File: src/rtl/zc_pkg.sv
package zc_pkg;
  typedef struct packed {
    logic       any;
    logic [1:0] idx;   // zeros in front of first set bit, MSB first
  } enc4_t;

  function automatic enc4_t enc4(input logic [3:0] v);
    enc4_t r;
    r.any = |v;
    if (v[3])      r.idx = 2'd0;
    else if (v[2]) r.idx = 2'd1;
    else if (v[1]) r.idx = 2'd2;
    else           r.idx = 2'd3;
    return r;
  endfunction
endpackage

File: src/rtl/zc_prep.sv
module zc_prep #(
  parameter int W = 64
) (
  input  logic [W-1:0] opnd_i,
  input  logic         trail_i,
  input  logic         half_i,
  output logic [W-1:0] x_o
);
  localparam int H = W / 2;

  logic [W-1:0] rev_full;
  logic [H-1:0] rev_half;

  always_comb begin
    for (int i = 0; i < W; i++) rev_full[i] = opnd_i[W-1-i];
    for (int i = 0; i < H; i++) rev_half[i] = opnd_i[H-1-i];
  end

  always_comb begin
    unique case ({half_i, trail_i})
      2'b00:   x_o = opnd_i;
      2'b01:   x_o = rev_full;
      2'b10:   x_o = {opnd_i[H-1:0], {H{1'b0}}};
      default: x_o = {rev_half, {H{1'b0}}};
    endcase
  end
endmodule

File: src/rtl/zc_merge.sv
module zc_merge
  import zc_pkg::*;
#(
  parameter int CW = 2
) (
  input  logic [3:0]         any_i,
  input  logic [3:0][CW-1:0] cnt_i,   // index 3 is the most significant child
  output logic               any_o,
  output logic [CW+1:0]      cnt_o
);
  enc4_t e;
  logic [1:0] pick;

  assign e     = enc4(any_i);
  assign pick  = 2'd3 - e.idx;
  assign any_o = e.any;
  assign cnt_o = {e.idx, cnt_i[pick]};

  always_comb begin

    if (any_o) begin
      pick_live_chk: assert (any_i[pick]);
    end
  end
endmodule

File: src/rtl/zc_tree.sv
module zc_tree
  import zc_pkg::*;
#(
  parameter int W = 64
) (
  input  logic [W-1:0]         x_i,
  output logic                 any_o,
  output logic [$clog2(W)-1:0] cnt_o
);
  localparam int NIB = W / 4;
  localparam int GRP = NIB / 4;   // root merges exactly four groups

  logic [NIB-1:0]       nib_any;
  logic [NIB-1:0][1:0]  nib_cnt;
  logic [GRP-1:0]       grp_any;
  logic [GRP-1:0][3:0]  grp_cnt;

  for (genvar n = 0; n < NIB; n++) begin : g_leaf
    enc4_t leaf;
    assign leaf       = enc4(x_i[4*n +: 4]);
    assign nib_any[n] = leaf.any;
    assign nib_cnt[n] = leaf.idx;
  end

  for (genvar g = 0; g < GRP; g++) begin : g_grp
    zc_merge #(.CW(2)) u_mrg (
      .any_i (nib_any[4*g +: 4]),
      .cnt_i (nib_cnt[4*g +: 4]),
      .any_o (grp_any[g]),
      .cnt_o (grp_cnt[g])
    );
  end

  zc_merge #(.CW(4)) u_root (
    .any_i (grp_any),
    .cnt_i (grp_cnt),
    .any_o (any_o),
    .cnt_o (cnt_o)
  );
endmodule

File: src/rtl/zcount_unit.sv
module zcount_unit #(
  parameter int W = 64
) (
  input  logic [W-1:0]           opnd_i,
  input  logic                   trail_i,
  input  logic                   half_i,
  output logic [$clog2(W):0]     cnt_o
);
  localparam int H  = W / 2;
  localparam int CW = $clog2(W) + 1;
  localparam logic [CW-1:0] FULL_C = CW'(W);
  localparam logic [CW-1:0] HALF_C = CW'(H);

  logic [W-1:0]    x;
  logic            any;
  logic [CW-2:0]   tcnt;

  zc_prep #(.W(W)) u_prep (
    .opnd_i  (opnd_i),
    .trail_i (trail_i),
    .half_i  (half_i),
    .x_o     (x)
  );

  zc_tree #(.W(W)) u_tree (
    .x_i   (x),
    .any_o (any),
    .cnt_o (tcnt)
  );

  // tree always evaluated; zero test only picks the source
  assign cnt_o = any ? {1'b0, tcnt} : (half_i ? HALF_C : FULL_C);

  always_comb begin

    if (!half_i && opnd_i == '0) begin
      zero_full_chk: assert (cnt_o == FULL_C);
    end

    if (half_i && opnd_i[H-1:0] == '0) begin
      zero_half_chk: assert (cnt_o == HALF_C);
    end

    if (!half_i && !trail_i && opnd_i != '0) begin
      lead_full_chk: assert (int'(cnt_o) < W && opnd_i[W-1-int'(cnt_o)]);
    end

    if (!half_i && trail_i && opnd_i != '0) begin
      trail_full_chk: assert (int'(cnt_o) < W && opnd_i[int'(cnt_o)]);
    end

    if (half_i && !trail_i && opnd_i[H-1:0] != '0) begin
      lead_half_chk: assert (int'(cnt_o) < H && opnd_i[H-1-int'(cnt_o)]);
    end

    if (half_i && trail_i && opnd_i[H-1:0] != '0) begin
      trail_half_chk: assert (int'(cnt_o) < H && opnd_i[int'(cnt_o)]);
    end
  end
endmodule

File: config.mk
export PLATFORM = sky130hd
export DESIGN_NAME = zcount_unit
export DESIGN_NICKNAME = d
export VERILOG_FILES = /design/src/rtl/zc_pkg.sv /design/src/rtl/zc_prep.sv /design/src/rtl/zc_merge.sv /design/src/rtl/zc_tree.sv /design/src/rtl/zcount_unit.sv
export SDC_FILE = /design/constraint.sdc
export NUM_CORES = 1
export LEC_CHECK = 0
export BUFFER_PORTS_ARGS = -buffer_cell sky130_fd_sc_hd__buf_2
export CAP_MARGIN = 20
export CORE_UTILIZATION = 42
export DETAILED_ROUTE_END_ITERATION = 10
export PLACE_DENSITY = 0.69
export SLEW_MARGIN = 5
export SYNTH_ARGS = -nofsm -noshare
export SYNTH_HDL_FRONTEND = slang
export SYNTH_SLANG_ARGS = --single-unit
File: constraint.sdc
create_clock -name vclk -period 3.3
set_input_delay 0.495 -clock vclk [all_inputs]
set_output_delay 0.495 -clock vclk [all_outputs]
set_load 0.05 [all_outputs]
Yosys cells after proc, flatten, opt, wreduce, memory -nomap -nowiden
Cells that the tools add are included.

Bits in registers: 0. Input port bits: 66. Output and inout port bits: 7. Word-level logic and storage cells: 105.

Add/sub/neg operators: 5. $lt $le $gt $ge: 5. Eq/ne operators: 2. Multiplexer cells: 76. Reductions and logical operators: 17.

Operators by type and width (number): one-hot mux 64 bit (3 select lines) (1); two-way mux 2 bit (46); OR reduction 64 bit (1); OR reduction 16 bit (3); OR reduction 4 bit (12); two-way mux 1 bit (21); binary-select mux 2 bit (select 2 bit) (4); < comparator 2 x 3 -> 1 bit, second input constant (5); two-way mux 7 bit (2); subtractor 2 bit, first input constant (5); binary-select mux 4 bit (select 2 bit) (1); two-way mux 4 bit (1); equality test 2 x 1 -> 1 bit, second input constant (1); equality test 2 bit, second input constant (1); logical NOT 2 bit (1).

Longest topological paths before layout
Depth in word-level cells: 12. Mapped depth: 11. Mapped depth without buffers: 7.

By module
From an unflattened synthesis, not the netlist that was laid out.

Cells, all modules: 340. Area, all modules: 2229.6 um2.

Modules (own cells, without submodules): zc_prep (times used 1, cells an instance 178, area an instance 1233.7 um2, seq. area each 0.0 um2); zc_tree (times used 1, cells an instance 80, area an instance 420.4 um2, seq. area each 0.0 um2); zc_merge at u_tree.g_grp[0].u_mrg ... (times used 4, cells an instance 13, area an instance 82.6 um2, seq. area each 0.0 um2); zc_merge at u_tree.u_root (times used 1, cells an instance 23, area an instance 188.9 um2, seq. area each 0.0 um2); zcount_unit (times used 1, cells an instance 7, area an instance 56.3 um2, seq. area each 0.0 um2).

Least setup slack after synthesis
No wires, ideal clock.

Path kind: in2out. From: input port half_i. To: output port cnt_o[3]. Data arrival time: 3.378 ns. Data required time: 2.805 ns. Path slack: -0.573 ns. Stages on the path: 9. Buffers on the path: 3. Cells stage by stage: buf_6 > buf_8 > buf_8 > a211o_1 > a31o_4 > nand3_4 > or4_4 > a41oi_1 > nor4b_1.

Word-level cells in the longest chain between the ends: 10.

RTL lines: start, declared (line zcount_unit.sv:6) `input logic half_i,`; equality test 2 bit (tied with other cells) (line zc_prep.sv:20) `unique case ({half_i, trail_i})`; one-hot mux 64 bit (3 select lines) * (line zc_prep.sv:20); OR reduction 16 bit (line zc_pkg.sv:9) `r.any = |v;`; two-way mux 1 bit (line zc_pkg.sv:12) `else if (v[1]) r.idx = 2'd2;`; two-way mux 2 bit (line zc_pkg.sv:11) `else if (v[2]) r.idx = 2'd1;`; two-way mux 2 bit (line zc_pkg.sv:10) `if (v[3]) r.idx = 2'd0;`; subtractor 2 bit (line zc_merge.sv:15) `assign pick = 2'd3 - e.idx;`; binary-select mux 4 bit (select 2 bit) (line zc_merge.sv:17) `assign cnt_o = {e.idx, cnt_i[pick]};`; two-way mux 4 bit (implied by the code) (line zc_merge.sv:17); two-way mux 7 bit * (line zcount_unit.sv:32) `assign cnt_o = any ? {1'b0, tcnt} : (half_i ? HALF_C : FULL_C);`; end, declared (line zcount_unit.sv:7) `output logic [$clog2(W):0] cnt_o`.

Every way passes the cells marked *; elsewhere a longest branch is shown, timed or not. The select of a mux whose other input is x is not followed.

Worst setup path after layout
From: input port opnd_i[42]. To: output port cnt_o[1].

Word-level cells in the longest chain between the ends: 11.

RTL lines: start, declared (line zcount_unit.sv:4) `input logic [W-1:0] opnd_i,`; one-hot mux 64 bit (3 select lines) * (line zc_prep.sv:20); OR reduction 4 bit (line zc_pkg.sv:9); two-way mux 1 bit (line zc_pkg.sv:12); two-way mux 2 bit (line zc_pkg.sv:11); two-way mux 2 bit (line zc_pkg.sv:10); subtractor 2 bit (line zc_merge.sv:15); binary-select mux 2 bit (select 2 bit) (line zc_merge.sv:17); two-way mux 2 bit (implied by the code) (line zc_merge.sv:17); binary-select mux 4 bit (select 2 bit) (line zc_merge.sv:17); two-way mux 4 bit (implied by the code) (line zc_merge.sv:17); two-way mux 7 bit * (line zcount_unit.sv:32).

Marks and branches as above.

==> results.toml <==
[finish]
nNetsFinal = 502
num-clock-buffers = 0
drive_gt1_frac = 0.5023
antenna_cells = 0
area_growth_pct = 64.92
multi_input_area_um2 = 2044
regArea_um2 = 0
fillers = 404
seq_cell_count = 0

[placement]
dp_hpwl_um = 6422
gp_congestion = 0.9568
port_buffers = 73
pre_cts_ws_ns = -0.3232

[route]
final_antenna_net_count = 0
wl_met1_um = 3572
detail_route.wl_per_cell_um = 17.10
wl_met2_um = 4249
first_pass_iters = 5
vias = 3035
wl_met3_um = 546
finalWirelength_um = 8565
drt_iter0_drc = 130
vias_per_cell = 6.058
drc = 0
top_layer = "met4"

[synthesis]
synth_top_area_cell = "mux2i_1"
ys_seq_area_frac = 0
synth_area_leaders = "mux2i_1 (16%), mux2_2 (6.0%), o21ai_0 (5.8%), nor2_1 (5.1%), mux2_1 (4.9%)"
synth-compound-area-share = 0.3271
synthMuxAreaShare = 0.2772
synthXorXnorAreaFrac = 0
synth_top_area_share = 0.1605
syn_area_um2 = 2058
synth_adder_area_share = 0
synth_fp_nets = 352
ys_warn_count = 0
synth_cell_types = 62
synth_top_family_by_area = "compound AO/OA/AOI/OAI gates"
syn_area_per_cell_um2 = 7.197
synth-simple-area-share = 0.3064
syn_inst = 286

[worst_setup_path]
endpoint_kind = "primary output"
cp.arrival_ns = 2.89
crit_required_ns = 2.80
crit_fanout = 5
startpoint_type = "primary input"
critPathKind = "in -> out"

[min_path]
hp-start = "half_i"
hp-class = "in -> out"
min_path_cells = 5
hold-path-endpoint = "cnt_o[6]"

[die]
core_um2 = 4723
die_w_um = 72.01
rows = 25
io_pins = 73
start_util = 0.4358
die_h_um = 72.01
die_area_um2 = 5185

[timing]
max_freq_ghz = 0.2955
fin_ws_ns = -0.08438
hold_violations = 0
tightest_slew_ns = 0.4854
final.setup.tns_ns = -0.1563
hold_ws_ns = 1.619
finalSetupViolCount = 2
post-route-period-util = 1.026
slew_violations = 0
relSlewSlack = 0.6736
grt_setup_unrepaired = "yes"
min_period_ns = 3.384

[grt]
grt_pass1_wl_um = 12560
grt_overflow_total = 0
grt_pass1_vias = 2741
grt_usage = 0.3015
antenna_found_initial = 0
grt_max_degree = 47

[flow_run]
cap_violations = 0

[power]
power.leakage_uw = 0.001577
ir_worst_vdd_mv = 0.08835
power_density_nw_per_um2 = 143.5
power_uw = 487.1

[run_status]
violations = "setup timing"
status = "finished with violations"
-- layout make-up --
type                       count  share of cell area
timing repair buffer         164              0.3609
inverter                      11             0.01216
tap                           67             0.02470
multi-input combinational    259              0.6023
-- cell families after synthesis --
family,count (synthesis)
compound gates,95
mux,54
buf+inv,27
simple gates,110
-- how the worst max path moves through the flow --
stage / end / start / slack [ns] / depth (start not counted)
after global routing: cnt_o[1] / half_i / -0.15 / 12
after detailed placement: cnt_o[0] / half_i / -0.32 / 10
after floorplan: cnt_o[6] / half_i / -0.05 / 8
after global placement: cnt_o[0] / half_i / -0.24 / 10
final: cnt_o[1] / opnd_i[42] / -0.08 / 9
after CTS: cnt_o[1] / opnd_i[44] / -0.05 / 9
-- layer usage --
layer,track usage,vias up
met5,0,-
met4,0.07625,0
met3,0.01528,14
met2,0.5608,161
met1,0.3784,1446
li1,-,1414
-- layout by cell type (no fill, tap or decap), types with 5 or more instances in the layout --
cell,instances
mux2_1,8
o21ai_0,21
mux2_2,11
buf_2,62
nor3b_1,5
mux2i_2,10
mux2i_1,21
nor3_1,15
inv_1,11
buf_6,15
nor2b_1,8
nand2_1,22
a21oi_1,10
nor2_1,27
buf_4,80
a211oi_1,10
o21ai_1,6
-- worst max-delay path: stages --
cell and delay [ns]:
buf_6 0.09, or4b_4 0.56, o22ai_4 0.19, a31o_4 0.20, nand3_4 0.08, or4_4 0.58, and4b_1 0.23, o31a_1 0.29
buf_6 0.15
-- synthesized netlist by cell type (all sizes together) (2+ instances only) --
cell    number
nand3b       2
o31ai        4
mux2i       33
o21ai       28
mux2        21
nor3b        5
o211a        3
inv         11
nand4        5
and2         2
nor4         5
nor2        28
o211ai       3
nand2b       3
nand3        2
nor3        18
o21a         4
a31oi        4
or4          4
a21o         3
a221o        2
o22ai        2
a211oi      11
o32a         2
buf         15
o21ba        2
a211o        2
nor2b        8
a21oi       13
nand2       22
-- repair_timing --
| action | 4_1_cts | 5_1_grt |
|---|---|---|
| gates resized for setup | 17 | 43 |
| gates cloned | 0 | 3 |
| hold buffers | 0 | 0 |
| buffers inserted | 7 | 5 |
| pin swaps | 9 | 20 |
| endpoints found under the setup margin | 7 | 7 |
-- power breakdown --
part / leakage, uW / switching [uW] / internal, uW
sequential: 0 / 0 / 0
combinational: 0.00158 / 243 / 244
clock: 0 / 0 / 0
total: 0.00158 / 243 / 244
-- stage by stage --
stage,instance area [um2],cells,utilization
3_5_place_dp,2992,486,0.6334
4_1_cts,3110,493,0.6585
2_1_floorplan,2077,286,-
6_report,3395,501,0.7187
5_1_grt,3395,501,0.7187
3_3_place_gp,2992,486,0.6334
No activity file was read; power rests on OpenSTA's default activity.
